$ cat src/rtl/tsg_pkg.sv
// Package: shared constants and types for the queue time-slice gate scheduler.
// Assumes four queues and 20-bit microsecond counts.
package tsg_pkg;
    localparam int NUM_Q    = 4;
    localparam int CNT_W    = 20;
    localparam int QIDX_LSB = 20;
    localparam int SYNC_BIT = 7;

    typedef logic [CNT_W-1:0] cnt_t;

    typedef enum logic [1:0] {
        SEL_PERIOD = 2'd0,
        SEL_START  = 2'd1,
        SEL_END    = 2'd2,
        SEL_RSVD   = 2'd3
    } cfg_sel_e;

    typedef struct packed {
        cnt_t period;
        cnt_t start;
        cnt_t stop;
    } qcfg_t;
endpackage

$ cat src/rtl/tsg_cfg_regs.sv
// Module: configuration and control registers for all queues.
// Decodes the queue index from the upper data field and the parameter from
// cfg_sel, and keeps the shared counter-hold bit. Writes land on the next edge.
// Assumes: DATA_W > QIDX_LSB, and the defaults fit in CNT_W bits.
module tsg_cfg_regs
    import tsg_pkg::*;
#(
    parameter int DATA_W     = 32,
    parameter int DEF_PERIOD = 49999,
    parameter int DEF_START  = 0,
    parameter int DEF_END    = 49999
) (
    input  logic                    clk,
    input  logic                    rst_n,
    input  logic                    cfg_wr_en,
    input  logic [1:0]              cfg_sel,
    input  logic [DATA_W-1:0]       cfg_wdata,
    input  logic                    ctrl_wr_en,
    input  logic [DATA_W-1:0]       ctrl_wdata,
    output qcfg_t [NUM_Q-1:0]       cfg_o,
    output logic                    hold_o
);
    localparam int IDX_W = DATA_W - QIDX_LSB;

    logic [IDX_W-1:0] wr_idx;
    cnt_t             wr_val;
    logic             idx_ok;
    cfg_sel_e         sel;
    logic [NUM_Q-1:0] wr_q;
    qcfg_t [NUM_Q-1:0] cfg_q;
    logic             hold_q;

    // Split the write data into queue index and value fields.
    always_comb begin
        wr_idx = cfg_wdata[DATA_W-1:QIDX_LSB];
        wr_val = cfg_wdata[CNT_W-1:0];
        idx_ok = (wr_idx < IDX_W'(NUM_Q));
        sel    = cfg_sel_e'(cfg_sel);
    end

    // Shared counter-hold bit, set or cleared by each control write.
    always_ff @(posedge clk) begin
        if (!rst_n)          hold_q <= 1'b0;
        else if (ctrl_wr_en) hold_q <= ctrl_wdata[SYNC_BIT];
    end

    for (genvar g = 0; g < NUM_Q; g++) begin : g_q
        // Write enable for this queue alone.
        assign wr_q[g] = cfg_wr_en && idx_ok && (wr_idx == IDX_W'(g));

        // Per-queue parameter storage, loaded with the open schedule on reset.
        always_ff @(posedge clk) begin
            if (!rst_n) begin
                cfg_q[g].period <= CNT_W'(DEF_PERIOD);
                cfg_q[g].start  <= CNT_W'(DEF_START);
                cfg_q[g].stop   <= CNT_W'(DEF_END);
            end else if (wr_q[g]) begin
                case (sel)
                    SEL_PERIOD: cfg_q[g].period <= wr_val;
                    SEL_START:  cfg_q[g].start  <= wr_val;
                    SEL_END:    cfg_q[g].stop   <= wr_val;
                    default:    ;
                endcase
            end
        end
    end

    assign cfg_o  = cfg_q;
    assign hold_o = hold_q;

    AST_BAD_IDX_IGNORED: assert property (@(posedge clk) disable iff (!rst_n)
        (cfg_wr_en && !idx_ok) |=> $stable(cfg_q));
    AST_RSVD_SEL_IGNORED: assert property (@(posedge clk) disable iff (!rst_n)
        (cfg_wr_en && cfg_sel == 2'd3) |=> $stable(cfg_q));
    AST_WR_ONE_QUEUE: assert property (@(posedge clk) disable iff (!rst_n)
        $onehot0(wr_q));
endmodule

$ cat src/rtl/tsg_slot_counter.sv
// Module: one queue's microsecond counter.
// Counts ticks from 0 up to its period limit, then returns to 0. A shared hold
// forces it to 0. Parameter writes never touch it.
// Assumes: us_tick is a single-cycle pulse.
module tsg_slot_counter
    import tsg_pkg::*;
(
    input  logic clk,
    input  logic rst_n,
    input  logic us_tick,
    input  logic hold,
    input  cnt_t period,
    output cnt_t cnt_o
);
    cnt_t cnt_q;

    // Advance on tick, wrap at or beyond the limit, clear while held.
    always_ff @(posedge clk) begin
        if (!rst_n)       cnt_q <= '0;
        else if (hold)    cnt_q <= '0;
        else if (us_tick) cnt_q <= (cnt_q >= period) ? '0 : cnt_q + CNT_W'(1);
    end

    assign cnt_o = cnt_q;

    AST_CNT_IDLE: assert property (@(posedge clk) disable iff (!rst_n)
        (!us_tick && !hold) |=> $stable(cnt_q));
    AST_CNT_STEP: assert property (@(posedge clk) disable iff (!rst_n)
        (us_tick && !hold && cnt_q < period) |=> (cnt_q == $past(cnt_q) + CNT_W'(1)));
    AST_CNT_WRAP: assert property (@(posedge clk) disable iff (!rst_n)
        (us_tick && !hold && cnt_q >= period) |=> (cnt_q == '0));
    AST_HOLD_ZERO: assert property (@(posedge clk) disable iff (!rst_n)
        hold |=> (cnt_q == '0));
endmodule

$ cat src/rtl/tsg_gate_cmp.sv
// Module: window comparator for one queue.
// Opens the gate while the counter lies within [start, stop], both bounds
// included. An inverted window (start > stop) never opens.
// Assumes: inputs come straight from registers, so the output is glitch-safe
// within the cycle.
module tsg_gate_cmp
    import tsg_pkg::*;
(
    input  cnt_t cnt,
    input  cnt_t start,
    input  cnt_t stop,
    output logic gate
);
    // Inclusive window test.
    always_comb gate = (cnt >= start) && (cnt <= stop);
endmodule

$ cat src/rtl/tslice_gate_sched.sv
// Module: top of the queue time-slice gate scheduler.
// Holds four independent period counters, each with its own open window, and
// drives one transmit gate per queue. A control bit aligns all counters.
// Assumes: us_tick pulses once per microsecond in the clk domain.
module tslice_gate_sched
    import tsg_pkg::*;
#(
    parameter int DATA_W     = 32,
    parameter int DEF_PERIOD = 49999,
    parameter int DEF_START  = 0,
    parameter int DEF_END    = 49999
) (
    input  logic              clk,
    input  logic              rst_n,
    input  logic              us_tick,
    input  logic              cfg_wr_en,
    input  logic [1:0]        cfg_sel,
    input  logic [DATA_W-1:0] cfg_wdata,
    input  logic              ctrl_wr_en,
    input  logic [DATA_W-1:0] ctrl_wdata,
    output logic [NUM_Q-1:0]  gate_o
);
    qcfg_t [NUM_Q-1:0] qcfg;
    logic              hold;
    cnt_t [NUM_Q-1:0]  cnt;

    tsg_cfg_regs #(
        .DATA_W     (DATA_W),
        .DEF_PERIOD (DEF_PERIOD),
        .DEF_START  (DEF_START),
        .DEF_END    (DEF_END)
    ) u_regs (
        .clk        (clk),
        .rst_n      (rst_n),
        .cfg_wr_en  (cfg_wr_en),
        .cfg_sel    (cfg_sel),
        .cfg_wdata  (cfg_wdata),
        .ctrl_wr_en (ctrl_wr_en),
        .ctrl_wdata (ctrl_wdata),
        .cfg_o      (qcfg),
        .hold_o     (hold)
    );

    for (genvar g = 0; g < NUM_Q; g++) begin : g_lane
        tsg_slot_counter u_cnt (
            .clk     (clk),
            .rst_n   (rst_n),
            .us_tick (us_tick),
            .hold    (hold),
            .period  (qcfg[g].period),
            .cnt_o   (cnt[g])
        );

        tsg_gate_cmp u_cmp (
            .cnt   (cnt[g]),
            .start (qcfg[g].start),
            .stop  (qcfg[g].stop),
            .gate  (gate_o[g])
        );

        AST_INVERTED_SHUT: assert property (@(posedge clk) disable iff (!rst_n)
            (qcfg[g].start > qcfg[g].stop) |-> !gate_o[g]);
        AST_BELOW_START_SHUT: assert property (@(posedge clk) disable iff (!rst_n)
            (cnt[g] < qcfg[g].start) |-> !gate_o[g]);
        AST_ALIGNED_RELEASE: assert property (@(posedge clk) disable iff (!rst_n)
            $fell(hold) |-> (cnt[g] == '0));
    end
endmodule

$ cat config.mk
export PLATFORM = sky130hd
export DESIGN_NAME = tslice_gate_sched
export DESIGN_NICKNAME = d
export VERILOG_FILES = /design/src/rtl/tsg_pkg.sv /design/src/rtl/tsg_cfg_regs.sv /design/src/rtl/tsg_slot_counter.sv /design/src/rtl/tsg_gate_cmp.sv /design/src/rtl/tslice_gate_sched.sv
export SDC_FILE = /design/constraint.sdc
export NUM_CORES = 1
export LEC_CHECK = 0
export BUFFER_PORTS_ARGS = -buffer_cell sky130_fd_sc_hd__buf_4
export CAP_MARGIN = 20
export CORE_MARGIN = 2
export CORE_UTILIZATION = 68
export DETAILED_ROUTE_END_ITERATION = 7
export PLACE_DENSITY = 0.87
export SETUP_SLACK_MARGIN = 0.2
export SLEW_MARGIN = 5
export SYNTH_ARGS = -nofsm -noshare
export SYNTH_HDL_FRONTEND = slang
export SYNTH_HIERARCHICAL = 1
export SYNTH_SLANG_ARGS = --single-unit
$ cat constraint.sdc
create_clock -name clk -period 4.3 [get_ports clk]
set_input_delay 0.86 -clock clk [delete_from_list [all_inputs] [get_ports clk]]
set_output_delay 0.86 -clock clk [all_outputs]
set_load 0.02 [all_outputs]
**Yosys cells after proc, flatten, opt, wreduce, memory -nomap -nowiden**

Cells that the tools add are included.

- Register bits after elaboration: 321
- RAM bits: 0
- Memories kept: 0
- Logic and storage cells: 68
- Input port bits: 71
- Output and inout port bits: 4
- ROM bits: 0
- Bits in latches: 0

- Add/sub/neg operators: 4
- Eq/ne operators: 5
- $lt $le $gt $ge: 13
- Bitwise logic cells: 1
- Muxes and demuxes: 4
- Multiply operators: 0
- Shift operators: 0
- Divide/modulo/power cells: 0
- Reductions and logical operators: 24

Operators by type and width:

| operator | count |
|---|---|
| 20-bit greater-or-equal comparator | 8 |
| 20-bit by 1-bit adder with 20-bit output (second input constant) | 4 |
| 20-bit <= comparator | 4 |
| 20-bit 2-to-1 mux | 4 |
| 12-bit by 2-bit == test with 1-bit output (second input constant) | 2 |
| 2-bit AND reduction | 12 |
| 12-bit by 1-bit == test with 1-bit output (second input constant) | 1 |
| 12-bit logical NOT | 1 |
| 12-bit by 3-bit < comparator with 1-bit output (second input constant) | 1 |
| 1-bit logical AND | 9 |
| 2-bit by 1-bit == test with 1-bit output (second input constant) | 1 |
| 2-bit == test (second input constant) | 1 |
| 2-bit logical NOT | 1 |
| 2-bit OR reduction | 1 |
| 1-bit NOT | 1 |

**Depth between registers and ports, before layout**

- Depth after elaboration: 4
- Depth in mapped cells: 8

**Hierarchy**

Netlist, hierarchy kept.

Modules (own cells, without submodules):

| module | area each (um2) | cells an instance | instances |
|---|---|---|---|
| tsg_cfg_regs | 9,027.4 | 860 | 1 |
| tsg_slot_counter at g_lane[1].u_cnt ... | 1,551.5 | 196 | 3 |
| tsg_gate_cmp | 997.2 | 140 | 4 |
| tsg_slot_counter at g_lane[0].u_cnt | 1,495.2 | 185 | 1 |

**Worst setup path after synthesis**

OpenSTA, ideal clock, no wires.

- Path kind: reg2out
- From: register g_lane[1].u_cnt.cnt_q[6]
- To: output port gate_o[1]
- Required time: 3,440 ps
- Buffers on the path: 0
- Arrival time: 1,696 ps
- Stages on the path, launching flop included: 8
- Path slack: 1,744 ps
- Cells stage by stage: dfxtp_1 -> ha_1 -> and4_1 -> nand2_2 -> nor2_4 -> a221oi_1 -> o221ai_1 -> a21oi_2

- Cells in the longest elaborated chain, start to end: 2
- Elaborated cells between the ends (all ways): 3
- Classes of those cells: order compare: 2; reduce/logical: 1

RTL lines:

| what | RTL line | source |
|---|---|---|
| start, declared | tsg_slot_counter.sv:15 | `cnt_t cnt_q;` |
| start signal, assigned | tsg_slot_counter.sv:21 | `else if (us_tick) cnt_q <= (cnt_q >= period) ? '0 : cnt_q + CNT_W'(1);` |
| 20-bit greater-or-equal comparator or 20-bit <= comparator (tied branches) | tsg_gate_cmp.sv:15 | `always_comb gate = (cnt >= start) && (cnt <= stop);` |
| 1-bit logical AND * | tsg_gate_cmp.sv:15 |  |
| end, declared | tslice_gate_sched.sv:21 | `output logic [NUM_Q-1:0] gate_o` |

Every way passes the cells marked *; elsewhere a longest branch is shown, timed or not.

**Worst setup path in the final report**

- From: register g_lane[1].u_cnt.cnt_q[0]
- To: output port gate_o[1]

The elaborated chain is that of the path after synthesis.

==> flow_metrics.tcl <==
set metrics [dict create \
    status "completed" \
    fin_crit_sh_pct 86.2 \
    finish.utilization_pct 75.2 \
    end_kind "output port" \
    grt_max_degree 113 \
    clk-insertion-delay-late_ps 520 \
    finalSetupTns_ps 0 \
    vias_per_cell 6.03 \
    synth_cells 2193 \
    wl_per_cell_microns 18.8 \
    grt_pass1_wl_microns 76900 \
    placed_cells 2545 \
    skew_ps 10.2 \
    fillers 1892 \
    cts_tree "yes" \
    arrival_ps 2850 \
    placementRows 61 \
    max_freq_ghz 0.270 \
    postCtsResizedCells 0 \
    r2r-end "g_lane[2].u_cnt/cnt_o[19]" \
    start_util_pct 69.0 \
    totalWireLength_microns 49100 \
    detail-route-antenna-nets 0 \
    die-area_sq_um 29500 \
    post_cts_buffers 0 \
    hp-class "reg2reg" \
    die_w_microns 172 \
    endpoint "gate_o[1]" \
    drt-initial-drc-count 1163 \
    power_density_nw_per_um2 306 \
    drc 0 \
    place_area_sq_um 19700 \
    nNetsFinal 2519 \
    dpl.hpwl_microns 33100 \
    syn-num-nets 2508 \
    multi_input_area_sq_um 11300 \
    final_common_cell "nand2_1" \
    yosysWarnings 6 \
    fin_ws_ps 592 \
    maxCapViolCount 0 \
    clockBufferDepth 3 \
    grt_pass1_vias 15500 \
    design_area_sq_um 20900 \
    fin_cells 2606 \
    p_int_mw 4.98 \
    p_leak_nw 10.7 \
    p_sw_mw 1.43 \
    cts_hold_buf 0 \
    syn_area_per_cell_sq_um 8.74 \
    gr-usage-all-layers_pct 33.1 \
    clk_pin_slew_ps 60 \
    yosys.cell_types.count 62 \
    fin_crit_ps 3710 \
    pwr-share-comb_pct 4.3 \
    cp_slowest_stage_delay_ps 490 \
    synth_area_sq_um 19200 \
    final_cell_mix "nand2_1 (339), dfxtp_1 (321), inv_1 (256), ha_1 (244), mux2i_1 (241)" \
    clockRootBuffer "clkbuf_16" \
    slowest_stage "dfxtp_1" \
    antenna_found_initial 1 \
    seq_power_share_pct 46.8 \
    coreArea_sq_um 27800 \
    first_pass_iters 5 \
    htree_num_levels 2 \
    seq_area_frac_synth_pct 33.5 \
    clkPwrFrac_pct 48.9 \
    place.gp.congestion 0.896 \
    critPathMaxFanout 8 \
    critical_path_class "reg2out" \
    setup_viol 0 \
    hold_viol_final 0 \
    slew_viol_final 0 \
    vdd_ir_drop_max_v 0.000389 \
    ff_latch_area_sq_um 6430 \
    grt_overflow 0 \
    r2r-start "g_lane[2].u_cnt/cnt_o[14]" \
    dp_slack_ps 1350 \
    cts_sinks 321 \
    slew_headroom_pct 32.8 \
    cts_buffers 35 \
    rsz0062_at_grt "no" \
    numPortBuffers 43 \
    syn_to_final_growth_pct 9.00 \
    tightest_slew_ps 1010 \
    r2r_cells 6 \
    cp-startpoint "g_lane[1].u_cnt/cnt_o[0]" \
    crit_required_ps 3440 \
    startpoint_type "register" \
    vias 15700 \
    die_h_microns 172 \
    crit_chain "inv_1 -> ha_1 -> nand2b_1 -> a21o_1 -> a211oi_1 -> o31ai_1 -> a31oi_1 -> a21oi_2 -> buf_4" \
    p_sw_share_pct 22.3 \
    synth_seq_cells 321 \
    reg2reg_slack_ps 1660 \
    io_pins 75 \
    drive_gt1_share_pct 7.64 \
]
-- worst max-delay path, delay by kind of cell (launching register included) --
| family | cells | cell delay [ps] |
|---|---|---|
| buf+inv | 2 | 310 |
| compound gates | 5 | 1080 |
| simple gates | 1 | 150 |
| fa+ha+maj | 1 | 300 |
| flops | 1 | 490 |
-- area by class of cell --
| cell class | count | share of cell area [%] |
|---|---|---|
| Antenna cell | 2 | 0.0240 |
| Sequential cell | 321 | 30.8 |
| Clock buffer | 50 | 4.95 |
| Inverter | 257 | 4.62 |
| Clock inverter | 9 | 0.719 |
| Tap cell | 378 | 2.26 |
| Timing Repair Buffer | 70 | 2.53 |
| Multi-Input combinational cell | 1519 | 54.1 |
-- power by group through the flow --
stage,Combinational [mW],Sequential [mW],Clock (mW)
after detailed placement,0.265,3.06,0
after floorplan,0.158,3.05,0
after global placement,0.258,3.06,0
after global routing,0.290,2.99,3.27
final,0.275,2.99,3.13
after CTS,0.268,2.99,3.16
-- synth_stat cells (all sizes together) --
cell type / instances / area share, %
a2111o: 4 / 0.24
a21oi: 95 / 2.6
and4b: 2 / 0.10
xnor2: 30 / 1.4
xor2: 36 / 1.6
o32ai: 3 / 0.14
o21ai: 36 / 1.0
nor4b: 5 / 0.26
or4: 1 / 0.059
o221ai: 4 / 0.18
o31ai: 4 / 0.16
a221oi: 10 / 0.49
dfxtp: 321 / 34
nor4bb: 5 / 0.26
a211o: 3 / 0.14
nand4: 70 / 2.6
and4: 10 / 0.46
and3b: 3 / 0.14
a211oi: 14 / 0.55
a21o: 20 / 0.78
and2: 1 / 0.033
o2111ai: 4 / 0.27
mux2i: 241 / 13
nor2b: 83 / 2.7
buf: 48 / 1.3
nand2: 343 / 6.8
nand2b: 12 / 0.39
a31oi: 11 / 0.67
and3: 8 / 0.26
or3: 7 / 0.41
ha: 244 / 16
o21a: 7 / 0.27
nand3: 33 / 0.86
inv: 256 / 5.0
nor3: 23 / 0.60
or2: 1 / 0.033
nor4: 27 / 1.3
clkinv: 1 / 0.020
a22oi: 4 / 0.16
clkbuf: 48 / 1.1
nor3b: 6 / 0.31
nor2: 109 / 2.3
-- how the worst min path moves through the flow --
stage,from,to,slack (ps),depth (start not counted)
3_5_place_dp,u_regs/cfg_o[236],u_regs/cfg_o[236],450,2
6_report,u_regs/cfg_o[236],u_regs/cfg_o[236],460,2
3_3_place_gp,u_regs/cfg_o[11],u_regs/cfg_o[11],440,2
4_1_cts,u_regs/cfg_o[236],u_regs/cfg_o[236],460,2
2_1_floorplan,u_regs/cfg_o[10],u_regs/cfg_o[10],430,2
5_1_grt,u_regs/cfg_o[90],u_regs/cfg_o[90],470,2
-- metal layers --
layer | vias up | part of all wire, % | track usage, %
met2 | 562 | 48 | 57.9
met3 | 181 | 7.1 | 5.56
li1 | 7467 | - | -
met1 | 7501 | 40 | 39.1
met5 | - | 0 | 0
met4 | 0 | 5.1 | 17.1
-- registers in the layout, indices dropped and copies added (netlist names) --
signal,count
g_lane.u_cnt/cnt_o,80
u_regs/cfg_o,240
u_regs/hold_o,1
-- metrics by stage --
stage	power, mW	hold WS (ps)
2_1_floorplan	3.21	435
3_3_place_gp	3.32	443
3_5_place_dp	3.32	451
4_1_cts	6.42	460
5_1_grt	6.55	474
6_report	6.40	459
-- cells by family after synthesis --
| logic type | Yosys count | synth area share (%) |
|---|---|---|
| AOI/OAI and AO/OA | 219 | 7.63 |
| xor gates and xnor gates | 66 | 3.02 |
| adders and majority gates | 244 | 15.9 |
| buffers and inverters | 353 | 7.47 |
| DFF | 321 | 33.5 |
| muxes | 241 | 12.6 |
| and+or+nand+nor | 749 | 19.8 |
Note: power is estimated with default switching activity, not from simulation.
